<file path="config.mk">
export PLATFORM = sky130hd
export DESIGN_NAME = pin_input_filter
export DESIGN_NICKNAME = d
export VERILOG_FILES = /design/src/rtl/pin_filter_pkg.sv /design/src/rtl/pin_filter_cfg.sv /design/src/rtl/pin_filter_div.sv /design/src/rtl/pin_filter_lane.sv /design/src/rtl/pin_input_filter.sv
export SDC_FILE = /design/constraint.sdc
export NUM_CORES = 1
export LEC_CHECK = 0
export BUFFER_PORTS_ARGS = -buffer_cell sky130_fd_sc_hd__buf_2
export CAP_MARGIN = 20
export CORE_UTILIZATION = 60
export CTS_CLUSTER_DIAMETER = 150
export DETAILED_ROUTE_END_ITERATION = 10
export PLACE_DENSITY_LB_ADDON = 0.1
export RECOVER_POWER = 50
export SYNTH_ARGS = -nofsm -noshare
export SYNTH_HDL_FRONTEND = slang
export SYNTH_HIERARCHICAL = 1
export SYNTH_SLANG_ARGS = --single-unit
export TNS_END_PERCENT = 20
</file>
<file path="constraint.sdc">
create_clock -name clk -period 14.8 [get_ports clk]
set_input_delay 0 -clock clk [delete_from_list [all_inputs] [get_ports clk]]
set_output_delay 0 -clock clk [all_outputs]
set_load 0.03 [all_outputs]
</file>
<file path="src/rtl/pin_filter_pkg.sv">
`timescale 1ns/1ps
package pin_filter_pkg;
    localparam int LINES_DEF = 32;
    localparam int DIVW_DEF  = 14;

    typedef enum logic [2:0] {
        ADDR_EN_SET  = 3'd0,
        ADDR_EN_CLR  = 3'd1,
        ADDR_SEL_SET = 3'd2,
        ADDR_SEL_CLR = 3'd3,
        ADDR_DIV     = 3'd4
    } cfg_addr_e;
endpackage

</file>
<file path="src/rtl/pin_filter_cfg.sv">
`timescale 1ns/1ps
module pin_filter_cfg
    import pin_filter_pkg::*;
#(
    parameter int LINES = LINES_DEF,
    parameter int DIVW  = DIVW_DEF
) (
    input  logic             clk,
    input  logic             rst_n,
    input  logic             wr_en,
    input  logic [2:0]       wr_addr,
    input  logic [LINES-1:0] wr_data,
    output logic [LINES-1:0] en_o,
    output logic [LINES-1:0] sel_o,
    output logic [DIVW-1:0]  div_o
);
    typedef struct packed {
        logic [LINES-1:0] en;
        logic [LINES-1:0] sel;
        logic [DIVW-1:0]  div;
    } cfg_t;

    cfg_t cfg_d, cfg_q;

    always_comb begin
        cfg_d = cfg_q;
        if (wr_en) begin
            case (cfg_addr_e'(wr_addr))
                ADDR_EN_SET:  cfg_d.en  = cfg_q.en | wr_data;
                ADDR_EN_CLR:  cfg_d.en  = cfg_q.en & ~wr_data;
                ADDR_SEL_SET: cfg_d.sel = cfg_q.sel | wr_data;
                ADDR_SEL_CLR: cfg_d.sel = cfg_q.sel & ~wr_data;
                ADDR_DIV:     cfg_d.div = wr_data[DIVW-1:0];
                default:      cfg_d = cfg_q;
            endcase
        end
    end

    always_ff @(posedge clk) begin
        if (!rst_n) cfg_q <= '0;
        else        cfg_q <= cfg_d;
    end

    assign en_o  = cfg_q.en;
    assign sel_o = cfg_q.sel;
    assign div_o = cfg_q.div;

    // set and clear touch only the masked bits
    p_en_set_r2: assert property (@(posedge clk) disable iff (!rst_n)
        (wr_en && wr_addr == 3'd0) |=> ((en_o & $past(wr_data)) == $past(wr_data)));
    p_en_clr_r2: assert property (@(posedge clk) disable iff (!rst_n)
        (wr_en && wr_addr == 3'd1) |=> ((en_o & $past(wr_data)) == '0));
    p_sel_set_r3: assert property (@(posedge clk) disable iff (!rst_n)
        (wr_en && wr_addr == 3'd2) |=> ((sel_o & $past(wr_data)) == $past(wr_data)));
    // idle cycles leave the configuration unchanged
    p_cfg_hold_r3: assert property (@(posedge clk) disable iff (!rst_n)
        !wr_en |=> ($stable(sel_o) && $stable(en_o) && $stable(div_o)));
endmodule

</file>
<file path="src/rtl/pin_filter_div.sv">
`timescale 1ns/1ps
module pin_filter_div
    import pin_filter_pkg::*;
#(
    parameter int DIVW = DIVW_DEF
) (
    input  logic            clk,
    input  logic            rst_n,
    input  logic            slow_tick,
    input  logic [DIVW-1:0] div,
    output logic            stb_o,
    output logic            dclk_o
);
    typedef struct packed {
        logic [DIVW-1:0] cnt;
        logic            dclk;
    } div_t;

    div_t dv_d, dv_q;
    logic stb_d;

    always_comb begin
        dv_d  = dv_q;
        stb_d = 1'b0;
        if (slow_tick) begin
            if (dv_q.cnt >= div) begin
                dv_d.cnt  = '0;
                dv_d.dclk = ~dv_q.dclk;
                stb_d     = ~dv_q.dclk;
            end else begin
                dv_d.cnt = dv_q.cnt + 1'b1;
            end
        end
    end

    always_ff @(posedge clk) begin
        if (!rst_n) dv_q <= '0;
        else        dv_q <= dv_d;
    end

    assign stb_o  = stb_d;
    assign dclk_o = dv_q.dclk;

    // the divided clock only moves on a slow tick
    p_dclk_tick_r7: assert property (@(posedge clk) disable iff (!rst_n)
        !slow_tick |=> $stable(dclk_o));
    // a sample strobe is a rising edge of the divided clock
    p_stb_rise_r7: assert property (@(posedge clk) disable iff (!rst_n)
        stb_o |=> $rose(dclk_o));
endmodule

</file>
<file path="src/rtl/pin_filter_lane.sv">
`timescale 1ns/1ps
module pin_filter_lane (
    input  logic clk,
    input  logic rst_n,
    input  logic clk_en,
    input  logic div_stb,
    input  logic raw,
    input  logic en,
    input  logic sel,
    output logic lvl_o
);
    typedef struct packed {
        logic s1;
        logic s2;
        logic gprev;
        logic gout;
        logic smp;
        logic dbout;
        logic lvl;
    } lane_t;

    lane_t ln_d, ln_q;

    always_comb begin
        ln_d = ln_q;
        if (clk_en) begin
            ln_d.s1    = raw;
            ln_d.s2    = ln_q.s1;
            ln_d.gprev = ln_q.s2;
            if (ln_q.s2 == ln_q.gprev) ln_d.gout = ln_q.s2;
            if (div_stb) begin
                ln_d.smp = ln_q.s2;
                if (ln_q.s2 == ln_q.smp) ln_d.dbout = ln_q.s2;
            end
            if (!en)      ln_d.lvl = ln_q.s2;
            else if (sel) ln_d.lvl = ln_q.dbout;
            else          ln_d.lvl = ln_q.gout;
        end
    end

    always_ff @(posedge clk) begin
        if (!rst_n) ln_q <= '0;
        else        ln_q <= ln_d;
    end

    assign lvl_o = ln_q.lvl;

    // a stopped controller clock freezes the reported level
    p_freeze_r8: assert property (@(posedge clk) disable iff (!rst_n)
        !clk_en |=> $stable(lvl_o));
    // bypassed line reports the synchronised sample one edge later
    p_bypass_r4: assert property (@(posedge clk) disable iff (!rst_n)
        (clk_en && !en) |=> (lvl_o == $past(ln_q.s2)));
    // glitch output moves only after two equal samples
    p_glitch_r5: assert property (@(posedge clk) disable iff (!rst_n)
        !$stable(ln_q.gout) |-> $past(ln_q.s2 == ln_q.gprev));
    // debounce output moves only on a strobe with a matching sample
    p_debounce_r6: assert property (@(posedge clk) disable iff (!rst_n)
        !$stable(ln_q.dbout) |-> $past(div_stb && (ln_q.s2 == ln_q.smp)));
endmodule

</file>
<file path="src/rtl/pin_input_filter.sv">
`timescale 1ns/1ps
module pin_input_filter
    import pin_filter_pkg::*;
#(
    parameter int LINES = LINES_DEF,
    parameter int DIVW  = DIVW_DEF
) (
    input  logic             clk,
    input  logic             rst_n,
    input  logic             clk_en,
    input  logic             slow_tick,
    input  logic [LINES-1:0] raw_in,
    input  logic             wr_en,
    input  logic [2:0]       wr_addr,
    input  logic [LINES-1:0] wr_data,
    output logic [LINES-1:0] pin_level,
    output logic [LINES-1:0] filt_en,
    output logic [LINES-1:0] filt_sel,
    output logic [DIVW-1:0]  div_val,
    output logic             div_clk
);
    logic div_stb;

    pin_filter_cfg #(.LINES(LINES), .DIVW(DIVW)) u_cfg (
        .clk     (clk),
        .rst_n   (rst_n),
        .wr_en   (wr_en),
        .wr_addr (wr_addr),
        .wr_data (wr_data),
        .en_o    (filt_en),
        .sel_o   (filt_sel),
        .div_o   (div_val)
    );

    pin_filter_div #(.DIVW(DIVW)) u_div (
        .clk       (clk),
        .rst_n     (rst_n),
        .slow_tick (slow_tick),
        .div       (div_val),
        .stb_o     (div_stb),
        .dclk_o    (div_clk)
    );

    for (genvar i = 0; i < LINES; i++) begin : g_lane
        pin_filter_lane u_lane (
            .clk     (clk),
            .rst_n   (rst_n),
            .clk_en  (clk_en),
            .div_stb (div_stb),
            .raw     (raw_in[i]),
            .en      (filt_en[i]),
            .sel     (filt_sel[i]),
            .lvl_o   (pin_level[i])
        );
    end
endmodule

</file>
==> metrics.md, run 1 <==
| Metric | Value |
|---|---|
| H-tree Lvls | `2` |
| Sequential fraction of the synthesis area | `between 40% and 50%` |
| Drt pass-1 iters | `5` |
| Final hold violations | `0` |
| RSZ-0062 raised after global routing | `false` |
| Iteration-0 DRC Markers | `just over 700` |
| Vert. Die Dim | `about 160 um` |
| Vias in the first global route | `between 10000 and 15000` |
| Post-synth cell types | `43` |
| Synth Area in Compound Gates | `16.8%` |
| Startpoint Class | `input port` |
| Die width | `about 160 um` |
| FF-to-FF End | `g_lane[28].u_lane/ln_q[1]$_SDFFE_PN0P_` |
| Register Area | `6350 um2` |
| Rows | `56` |
| Placer Congestion | `between 0.8 and 0.9` |
| DR DRC count | `0` |
| Worst endpoint required time | `about 15 ns` |
| Post-DRT Antenna Nets | `0` |
| Reg2reg setup slack | `between 10 and 15 ns` |
| First-pass GRT wire length | `~53000 um` |
| Grt total ovfl | `0` |
| Setup Viol. Count Final | `0` |
| All-Layer GR Usage | `26.4%` |
| Count leader, synth | `dfxtp_1` |
| Reg-to-reg startpoint | `u_cfg/div_o[13]$_SDFFE_PN0P_` |
| Synth top area share | `between 40% and 50%` |
| Postcts setup bufs | `0` |
| Final #Nets | `between 1500 and 2000` |
| Fillers | `around 1800` |
| Final Max Tran Viols | `361` |
| Multiplexer area fraction after synthesis | `about 14%` |
| Top Ports | `approximately 180` |
| Synth Flop Type | `dfxtp_1` |
| Status | `finished with violations` |
| #FFs+latches synth | `317` |
| Share of cells above drive strength 1 | `under 10%` |
| Clock transition at path regs | `about 0.06 ns` |
| Max Cap Viol | `4` |
| Worst Hold End | `g_lane[20].u_lane/ln_q[2]$_SDFFE_PN0P_` |
| Routed len/inst | `around 16 um` |
| Max Clock Skew | `0.0119 ns` |
| Layout area overhead | `19.2%` |
| Ranking of synthesized cells by area | `dfxtp_1 (44%), mux2i_1 (14%), nand2_1 (6.0%)` |
| Total power | `approximately 1.9 mW` |
| Post-synthesis adder-cell area fraction | `1.31%` |
| Crit-path max FO | `a little under 100` |
| Crit share post-route | `46.6%` |
| Leakage power | `between 6 and 7 nW` |
| Synth warnings | `6` |
| Port buffer count | `around 180` |
| Final setup TNS | `0 ns` |
| XOR/XNOR Fraction of Synth Area | `0.735%` |
| Largest family of logic cells by synthesized area | `simple AND/OR/NAND/NOR gates` |
| Footprint of the multi-input gates | `around 7300 um2` |
| Post-synth top cells | `dfxtp_1 (317), nand2_1 (230), mux2i_1 (207)` |
| Setup crit end kind | `flip-flop` |
| R2R cell count | `10` |
| Worst min-delay path category | `input port to flip-flop` |
| Initial core utilization | `around 61%` |
| Post-layout minimum cycle time | `6.90 ns` |
| Fmax | `145 MHz` |
| CTS tree | `yes` |
| Gates resized, CTS repair | `0` |
| Number of vias per cell | `approximately 5.6` |
| CTS Root Cell | `clkbuf_16` |
| Number of synthesized flops with an enable pin | `0` |
| Synth Area in Simple Gates | `about 18%` |
| Asr flop ratio synth | `0%` |
| WP data arrival | `7.34 ns` |
| Clock Latency Late Sink | `about 0.5 ns` |
| VDD IR max | `87.4 uV` |
| Mapped Area | `14300 um2` |
| Hold path depth | `3` |
| Initial antenna violation count | `1` |
| Violated checks | `max-capacitance violations, max-slew violations` |
| Hold Crit Start | `clk_en` |
| Worst slew margin | `-184%` |
| Least-Margin Pin Slew | `roughly 4.3 ns` |
| Cell taking the most area after synthesis | `dfxtp_1` |
| Net Count, Synth | `approximately 1600` |
| Sinks on Clock Net | `roughly 320` |
| Core Footprint | `between 20000 and 25000 um2` |
| Largest net degree at the start of global routing | `119` |
| Syn Inst Count | `roughly 1500` |
| Total CTS buffers | `34` |
| Critical path type | `input port to flip-flop` |
| Clk buf depth | `3` |
| Via count | `11600` |
| Mean post-synth cell area | `roughly 9.7 um2` |
| DRT Wirelength | `between 30000 and 40000 um` |
| Die area | `between 20000 and 25000 um2` |
| DP HPWL | `between 15000 and 20000 um` |
| PD cells | `roughly 110 nW/um2` |
==> placed cells by master, fill, tap and decap left out, drive strengths merged, types with 48 or more instances in the layout <==
master	netlist	routed
dfxtp	317	317
nor2b	96	96
nand2	230	230
o211ai	64	64
mux2i	207	207
buf	62	77
a21boi	64	64
dlygate4sd3	0	90
o21ai	67	67
inv	48	48
clkbuf	12	166
==> final cells by class <==
class,count,share of cell area (%)
sequential,317,37.2
inverter,48,1.06
clock inverter,3,0.103
timing repair buffer,282,10.2
clock buffer,51,6.09
antenna,1,0.0147
multi-input combinational,1034,42.9
tap,319,2.34
==> metal layers <==
layer | up-vias | global-route usage (%) | part of all wire, % | wire length, um
met4 | 0 | 7.52 | 1.7 | 562
met2 | 277 | 44.8 | 48 | 15500
met3 | 45 | 4.35 | 5.3 | 1730
met5 | - | 0 | 0 | 0
li1 | 5768 | - | - | -
met1 | 5484 | 34.7 | 45 | 14700
==> stage by stage <==
step | hold WS (ns) | setup WS [ns] | cell area [um2] | utilization, % | std cells
final | 0.143 | 7.90 | 17000 | 72.8 | 2055
after global routing | 0.186 | 7.27 | 17000 | 72.8 | 2055
after CTS | 0.125 | 11.15 | 17200 | 73.5 | 2054
after detailed placement | 0.266 | 11.16 | 15200 | 65.2 | 1910
after global placement | 0.256 | 11.33 | 15200 | 65.2 | 1910
after floorplan | 0.128 | 7.27 | 14300 | - | 1473
==> worst max path at each step <==
stage,start,to,slack [ns],depth (start not counted)
CTS,u_cfg/div_o[11]$_SDFFE_PN0P_,g_lane[30].u_lane/ln_q[1]$_SDFFE_PN0P_,11.15,10
global route,rst_n,u_cfg/div_o[3]$_SDFFE_PN0P_,7.27,7
floorplan,u_cfg/div_o[12]$_SDFFE_PN0P_,g_lane[0].u_lane/ln_q[1]$_SDFFE_PN0P_,7.27,9
detailed placement,u_cfg/div_o[13]$_SDFFE_PN0P_,g_lane[30].u_lane/ln_q[1]$_SDFFE_PN0P_,11.16,10
global placement,u_cfg/div_o[12]$_SDFFE_PN0P_,g_lane[10].u_lane/ln_q[1]$_SDFFE_PN0P_,11.33,10
finish,rst_n,u_cfg/div_o[3]$_SDFFE_PN0P_,7.90,7
==> kinds of logic (layout without fill, tap and decap cells) <==
| logic type | after synthesis | count (layout) |
|---|---|---|
| flops | 317 | 317 |
| xor+xnor | 12 | 12 |
| simple gates | 464 | 464 |
| fa+ha+maj | 15 | 15 |
| compound gates | 336 | 336 |
| mux | 207 | 207 |
| buf+inv | 122 | 384 |
| other cells | 0 | 1 |
==> critical path, cell delays in order <==
cell and delay (ns):
dlygate4sd3_1 0.52, clkbuf_1 2.35, clkbuf_1 2.50, buf_4 1.00, nand2_1 0.13, mux2i_1 0.16
dlygate4sd3_1 0.56
==> repair_timing <==
action,4_1_cts,5_1_grt
hold endpoints to repair,141,0
setup endpoints to repair,0,0
hold buffers,90,0
==> power by group <==
part / internal (mW) / leakage (nW) / total [mW] / switching (mW)
Clock: 0.481 / 0.517 / 0.807 / 0.326
Combinational: 0.0712 / 3.59 / 0.182 / 0.111
Sequential: 0.872 / 2.57 / 0.890 / 0.0178
Total: 1.42 / 6.68 / 1.88 / 0.455
No activity file was read; power rests on OpenSTA's default activity.
==> inputs of run 2 (changes only) <==
ABC_AREA = 1   (was unset)
CORE_UTILIZATION = 58   (was 60)
clock period = 7 ns   (was 14.8 ns; I/O delays follow)
==> run 2 against run 1 <==
- the flow still finishes with violations (max-capacitance violations, max-slew violations)
- register-to-register slack worse by 6.5 ns
- critical path depth is 3 lower
- power up 130%
- sequential share of layout area down 0.40 points
- global-route usage grew 1.9 points
- clock skew is essentially flat
- die area increased by 3.8%
- worst setup slack lost 4.5 ns
- count of clock-buffer cells in the layout is 2 lower
- non-clock buffer count decreased by 27
- area after synthesis up 0.42%
- critical path type unchanged
- largest cell class is now flip-flops and latches
==> metrics.md, run 2 <==
| Metric | Value |
|---|---|
| Share of cells above drive strength 1 | `7.12% (-2.5 points)` |
| Sinks on Clock Net | `317 (unchanged)` |
| Initial antenna violation count | `2 (+1)` |
| Crit share post-route | `between 50 and 60%` |
| Critical-path cell list | `buf_6 > clkbuf_1 > o21ai_0 > nor2_1` |
| Vias in the first global route | `12800 (+18%)` |
| Footprint of the multi-input gates | `6310 um2 (-14%)` |
| Startpoint Class | `input port` |
| Top Family by Delay on Critical Path | `buffers and inverters` |
| WP data arrival | `4.02 ns (-3.32 ns)` |
| Layout area overhead | `20.0%` |
| Setup Viol. Count Final | `0 (unchanged)` |
| Post-synth top cells | `nor2_1 (412), nand2_1 (397), inv_1 (381)` |
| Initial core utilization | `59.0% (-2.1 points)` |
| Clock Latency Late Sink | `0.52 ns (+0.02 ns)` |
| CP startpoint | `rst_n` |
| Final #Nets | `2465 (+37%)` |
| Iteration-0 DRC Markers | `1072 (+48%)` |
| Critical path type | `input port to flip-flop` |
| Sequential power share | `44.3% (-3.1 points)` |
| Ranking of synthesized cells by area | `dfxtp_1 (44%), nor2_1 (11%), nand2_1 (10%)` |
| DRT Wirelength | `36000 um (+11%)` |
| Fillers | `2122 (+15%)` |
| Final Util | `70.8% (-2.0 points)` |
| Worst endpoint required time | `7.43 ns (-7.82 ns)` |
| Number of synthesized flops with an enable pin | `0 (unchanged)` |
| Top Ports | `183 (unchanged)` |
| Die width | `159 um (+1.9%)` |
| Area after DPL | `15500 um2 (+1.5%)` |
| CP max-delay cell | `clkbuf_1` |
| Drt pass-1 iters | `5 (unchanged)` |
| Total CTS buffers | `35 (+2.9%)` |
| Register Area | `6350 um2 (unchanged)` |
| Fmax | `278 MHz` |
| Worst hold margin | `0.0464 ns (-0.0968 ns)` |
| Worst stage delay on the critical path | `2.58 ns (+0.08 ns)` |
| All-Layer GR Usage | `28.3% (+1.9 points)` |
| Sequential fraction of the synthesis area | `44.2% (-0.19 points)` |
| Clk buf depth | `3 (unchanged)` |
| Fin cells | `2729 (+33%)` |
| Sw Ratio | `25.5% (+1.3 points)` |
| Count leader, synth | `nor2_1` |
| Postcts setup bufs | `0 (unchanged)` |
| Commonest non-fill, non-tap cell in the layout | `nor2_1` |
| Die area | `25400 um2 (+3.8%)` |
| Synth Area in Compound Gates | `12.6% (-4.2 points)` |
| Finished Cell Area | `17200 um2 (+1.1%)` |
| Final hold violations | `0 (unchanged)` |
| Bufs and invs on worst path | `2 (-3)` |
| Clock transition at path regs | `0.06 ns (about the same)` |
| Final worst setup slack | `3.41 ns (-4.50 ns)` |
| DP Cell Count | `2599 (+36%)` |
| Post-layout minimum cycle time | `3.59 ns` |
| Via count | `13800 (+19%)` |
| Core Footprint | `24300 um2 (+3.9%)` |
| Mean post-synth cell area | `6.74 um2 (-31%)` |
| Post-synthesis adder-cell area fraction | `1.31% (-0.0055 points)` |
| H-tree Lvls | `2 (unchanged)` |
| Logic pwr share | `10.8% (+1.1 points)` |
| XOR/XNOR Fraction of Synth Area | `0.549% (-0.19 points)` |
| Leakage power | `7.70 nW (+15%)` |
| Routed len/inst | `13.2 um (-17%)` |
| Largest family of logic cells by synthesized area | `simple AND/OR/NAND/NOR gates` |
| Switch Pwr | `1.12 mW (+150%)` |
| Number of vias per cell | `5.06 (-10%)` |
| Max Cap Viol | `3 (-1)` |
| First-pass GRT wire length | `60400 um (+14%)` |
| Syn Inst Count | `2131 (+45%)` |
| Crit-path max FO | `113 (+15%)` |
| Pre-CTS WS | `4.63 ns (-6.52 ns)` |
| Reg-to-reg startpoint | `u_cfg/div_o[5]$_SDFFE_PN0P_` |
| RSZ-0062 raised after global routing | `false` |
| Placer Congestion | `0.825 (+1.2%)` |
| Internal power | `3.26 mW (+130%)` |
| PD cells | `254 nW/um2 (+130%)` |
| #FFs+latches synth | `317 (unchanged)` |
| Setup crit end kind | `flip-flop` |
| Worst min-delay path category | `input port to flip-flop` |
| Synth Area in Simple Gates | `29.4% (+12 points)` |
| Vert. Die Dim | `159 um (+1.9%)` |
| DP HPWL | `22200 um (+19%)` |
| Port buffer count | `182 (unchanged)` |
| Hold Crit Start | `rst_n` |
| Worst slew margin | `-139% (+44 points)` |
| Post-DRT Antenna Nets | `0 (unchanged)` |
| Mapped Area | `14400 um2 (+0.42%)` |
| Final Max Tran Viols | `164 (-55%)` |
| Status | `finished with violations` |
| Max Clock Skew | `0.0115 ns (-0.000454 ns)` |
| Net Count, Synth | `2218 (+42%)` |
| CTS tree | `yes` |
| Least-Margin Pin Slew | `3.59 ns (-0.665 ns)` |
| CTS Root Cell | `clkbuf_16` |
| Grt total ovfl | `0 (unchanged)` |
| Clk network pwr share | `44.9% (+2.0 points)` |
| Reg2reg setup slack | `4.58 ns (-6.47 ns)` |
| Rows | `57 (+1.8%)` |
| Largest net degree at the start of global routing | `133 (+12%)` |
| Synth Flop Type | `dfxtp_1` |
| Post-synth cell types | `32 (-26%)` |
| Cell taking the most area after synthesis | `dfxtp_1` |
| Final setup TNS | `0 ns (unchanged)` |
| VDD IR max | `224 uV (+160%)` |
| Violated checks | `max-capacitance violations, max-slew violations` |
| Synth top area share | `44.2% (-0.19 points)` |
| DR DRC count | `0 (unchanged)` |
| Multiplexer area fraction after synthesis | `0.0697% (-14 points)` |
| Most frequent cells in the layout | `nor2_1 (412), nand2_1 (397), inv_1 (382)` |
| Asr flop ratio synth | `0% (unchanged)` |
| Synth warnings | `6 (unchanged)` |
| Total power | `4.38 mW (+130%)` |
-- run 2: cell types whose count changed in the layout (fill, tap and decap cells not counted), sizes merged, moves of 96 or more --
| cell | change |
|---|---|
| a21oi | +96 |
| nor2 | +422 |
| mux2i | -206 |
| inv | +338 |
| o21ai | +157 |
| nand2 | +172 |
| nor2b | -96 |
-- run 2: timing repair --
action,in CTS,in global routing
setup endpoints to repair,0,0
endpoints found under the hold margin,115,0
hold buffers,66,0
resized for setup,0,0
-- run 2: path summary, 6_finish.rpt --
check,end,cells after the start
max,g_lane[0].u_lane/ln_q[6]$_SDFFE_PN0P_,4
min reg2reg,g_lane[28].u_lane/ln_q[1]$_SDFFE_PN0P_,2
min,flip-flop,3
max reg2reg,g_lane[24].u_lane/ln_q[1]$_SDFFE_PN0P_,14
-- run 2: power by group through the flow --
stage / clock network (mW) / logic, mW / registers (mW)
CTS: 1.99 / 0.474 / 1.94
global placement: 0 / 0.428 / 1.98
global route: 2.07 / 0.531 / 1.95
detailed placement: 0 / 0.441 / 1.98
floorplan: 0 / 0.253 / 2.01
finish: 1.97 / 0.473 / 1.94
-- run 2: worst min-delay path, cell delays in order --
cell and delay (ns):
buf_6 0.30, nand2_1 0.16, nor2_1 0.03
-- run 2: layout make-up --
class,count,area share (%)
antenna,2,0.0290
multi-input combinational,1384,36.6
tap,324,2.35
clock buffer,49,5.87
sequential,317,36.8
inverter,385,8.39
timing repair buffer,255,8.66
clock inverter,13,1.27
-- run 2: logic make-up (layout without fill, tap and decap cells) --
group	after synthesis	in the layout
compound gates	361	361
fa+ha+maj	15	15
flops	317	317
xor+xnor	9	9
mux	1	1
simple gates	998	998
buf+inv	430	702
other cells	0	2
-- run 2: layer usage --
layer  up-vias  GRT usage [%]  share of wire (%)
li1       7135              -                  -
met1      6240           37.6                 46
met2       374           47.9                 46
met3        63           3.80                5.3
met4         0           8.52                2.1
met5         -              0                  0
==> inputs of run 3 (changes only) <==
ABC_AREA = 0   (was 1)
clock period = 3.5 ns   (was 7 ns; I/O delays follow)
==> run 3 against run 2 <==
- the run still ends with max-capacitance violations, max-slew violations left
- sequential power grew 94%
- critical path depth is 6 higher
- worst setup slack lost 2.6 ns
- die area fell by 0.41%
- largest power group unchanged
- hold slack gained 0.031 ns
- clock skew is 0.0020 ns higher
- final area increased by 1.0%
- non-clock buffer count up 22
- cell count is 24% lower
- register-to-register slack got worse by 3.8 ns
- critical path type is now flip-flop to flip-flop
- sequential share of layout area shrank 0.10 points
==> metrics.md, run 3 (same netlist as run 1, synthesis figures left out) <==
| Metric | Value |
|---|---|
| Status | `finished with violations` |
| Violated checks | `max-capacitance violations, max-slew violations` |
| RSZ-0062 raised after global routing | `false` |
| Global Route met2 Usage | `43.5% (-4.3 points)` |
| Sw Ratio | `23.2% (-2.3 points)` |
| Pre-CTS WS | `0.811 ns (-3.82 ns)` |
| PD cells | `490 nW/um2 (+93%)` |
| Final #Nets | `1800 (-27%)` |
| Reg2reg setup slack | `0.77 ns (-3.81 ns)` |
| First-pass GRT wire length | `53400 um (-12%)` |
| DP HPWL | `19300 um (-13%)` |
| Crit share post-route | `~78%` |
| Post-layout minimum cycle time | `2.73 ns` |
| Critical-path cell list | `ha_1 > nand4_1 > o21ai_0 > a21oi_1 > o21ai_2 > nor3b_4 > buf_4 > nand2_1 > o211ai_1 > o21ai_1` |
| Initial core utilization | `59.0% (-0.074 points)` |
| Total CTS buffers | `35 (unchanged)` |
| Setup Viol. Count Final | `0 (unchanged)` |
| Crit-path max FO | `22 (-81%)` |
| Clk buf depth | `3 (unchanged)` |
| Sinks on Clock Net | `317 (unchanged)` |
| Least-Margin Pin Slew | `1.69 ns (-1.89 ns)` |
| CP max-delay cell | `nor3b_4` |
| Clock Latency Late Sink | `0.51 ns (about the same)` |
| Finished Cell Area | `17400 um2 (+1.0%)` |
| Fmax | `approximately 370 MHz` |
| Ant. Diodes | `0 (-2)` |
| Switch Pwr | `1.98 mW (+77%)` |
| Final worst setup slack | `0.775 ns (-2.63 ns)` |
| Worst slew margin | `-13.0% (+130 points)` |
| Grt total ovfl | `0 (unchanged)` |
| Worst min-delay path category | `input port to flip-flop` |
| Area after DPL | `15500 um2 (about the same)` |
| Routed len/inst | `15.7 um (+19%)` |
| CTS tree | `yes` |
| Core Footprint | `24200 um2 (-0.29%)` |
| Final Max Tran Viols | `179 (+9.1%)` |
| Worst endpoint required time | `3.88 ns (-3.55 ns)` |
| DRT Wirelength | `32400 um (-10%)` |
| Worst stage delay on the critical path | `0.50 ns (-2.08 ns)` |
| Post-DRT Antenna Nets | `0 (unchanged)` |
| Final Util | `71.8% (+0.93 points)` |
| Critical path type | `flip-flop to flip-flop` |
| Port buffer count | `182 (unchanged)` |
| All-Layer GR Usage | `25.0% (-3.3 points)` |
| WP data arrival | `3.11 ns (-0.91 ns)` |
| DR DRC count | `0 (unchanged)` |
| Final hold violations | `0 (unchanged)` |
| Placer Congestion | `0.837 (+1.4%)` |
| Max Cap Viol | `1 (-2)` |
| Final setup TNS | `0 ns (unchanged)` |
| Setup crit end kind | `flip-flop` |
| Initial antenna violation count | `0 (-2)` |
| Vert. Die Dim | `159 um (-0.21%)` |
| CTS Root Cell | `clkbuf_16` |
| Internal power | `6.56 mW (+100%)` |
| Commonest non-fill, non-tap cell in the layout | `dfxtp_1` |
| Logic pwr share | `9.2% (-1.6 points)` |
| Max Clock Skew | `0.0135 ns (+0.00199 ns)` |
| Startpoint Class | `flip-flop` |
| Top Family by Delay on Critical Path | `compound AO/OA/AOI/OAI gates` |
| VDD IR max | `636 uV (+180%)` |
| Die area | `25300 um2 (-0.41%)` |
| Number of vias per cell | `5.63 (+11%)` |
| Share of cells above drive strength 1 | `12.0% (+4.9 points)` |
| Largest net degree at the start of global routing | `179 (+35%)` |
| Bufs and invs on worst path | `1 (-1)` |
| Gates resized, CTS repair | `0 (unchanged)` |
| Met1 usage | `31.7% (-5.9 points)` |
| Busiest grt layer | `met2` |
| Most frequent cells in the layout | `dfxtp_1 (304), nand2_1 (230), mux2i_1 (207)` |
| Rows | `57 (unchanged)` |
| GR Util met3 | `3.93% (+0.13 points)` |
| Clock transition at path regs | `0.06 ns (about the same)` |
| Top Ports | `183 (unchanged)` |
| Clk network pwr share | `46.7% (+1.8 points)` |
| Leakage power | `6.83 nW (-11%)` |
| Layout area overhead | `21.7%` |
| H-tree Lvls | `2 (unchanged)` |
| Via count | `11600 (-16%)` |
| Die width | `159 um (-0.21%)` |
| Iteration-0 DRC Markers | `669 (-38%)` |
| Sequential power share | `44.0% (-0.3 points)` |
| Vias in the first global route | `11100 (-13%)` |
| Drt pass-1 iters | `5 (unchanged)` |
-- run 3: repair_timing --
| item | in CTS | in global routing |
|---|---|---|
| setup endpoints to repair | 0 | 0 |
| hold buffers | 80 | 0 |
| buffers inserted | 0 | 0 |
| hold endpoints to repair | 138 | 0 |
-- run 3: area by class of cell --
type                       instances  area (um2)
clock buffer                      48        1030
multi-input combinational       1034        7410
tap                              324         405
fill                            1902        6840
clock inverter                    13         238
inverter                          48         180
sequential                       317        6390
timing repair buffer             277        1760
-- run 3: per-stage QoR --
stage / hold slack (ns) / total power [mW] / std cells
after floorplan: 0.128 / 4.32 / 1473
after global placement: 0.255 / 4.54 / 1920
after detailed placement: 0.266 / 4.56 / 1920
after CTS: 0.0678 / 8.62 / 2061
after global routing: 0.109 / 8.85 / 2061
final: 0.0777 / 8.53 / 2061
-- run 3: routing by layer --
layer | part of all wire [%] | vias up
met5 | 0 | -
met4 | 2.2 | 0
met3 | 4.5 | 57
met2 | 48 | 250
met1 | 45 | 5524
li1 | - | 5770
-- run 3: worst paths after layout --
kind              cells after the start                                      to                                   from
hold / removal                        3  g_lane[27].u_lane/ln_q[2]$_SDFFE_PN0P_                                 clk_en
hold reg to reg                       2   g_lane[2].u_lane/ln_q[1]$_SDFFE_PN0P_  g_lane[2].u_lane/ln_q[2]$_SDFFE_PN0P_
setup / recovery                     10  g_lane[21].u_lane/ln_q[1]$_SDFFE_PN0P_             u_div/dv_q[6]$_SDFFE_PN0P_
setup reg to reg                     10  g_lane[21].u_lane/ln_q[1]$_SDFFE_PN0P_             u_div/dv_q[6]$_SDFFE_PN0P_
-- run 3: power groups by stage --
stage	Combinational (mW)	Clock, mW	Sequential (mW)
after floorplan	0.439	0	3.88
after global placement	0.712	0	3.83
after detailed placement	0.726	0	3.83
after CTS	0.792	4.07	3.75
after global routing	0.855	4.23	3.77
final	0.789	3.99	3.76
-- run 3: worst register-to-register path: stages (launching register included) --
cell,delay (ns)
dfxtp_1,0.35
ha_1,0.33
nand4_1,0.13
o21ai_0,0.20
a21oi_1,0.20
o21ai_2,0.12
nor3b_4,0.50
buf_4,0.35
nand2_1,0.11
o211ai_1,0.21
o21ai_1,0.11
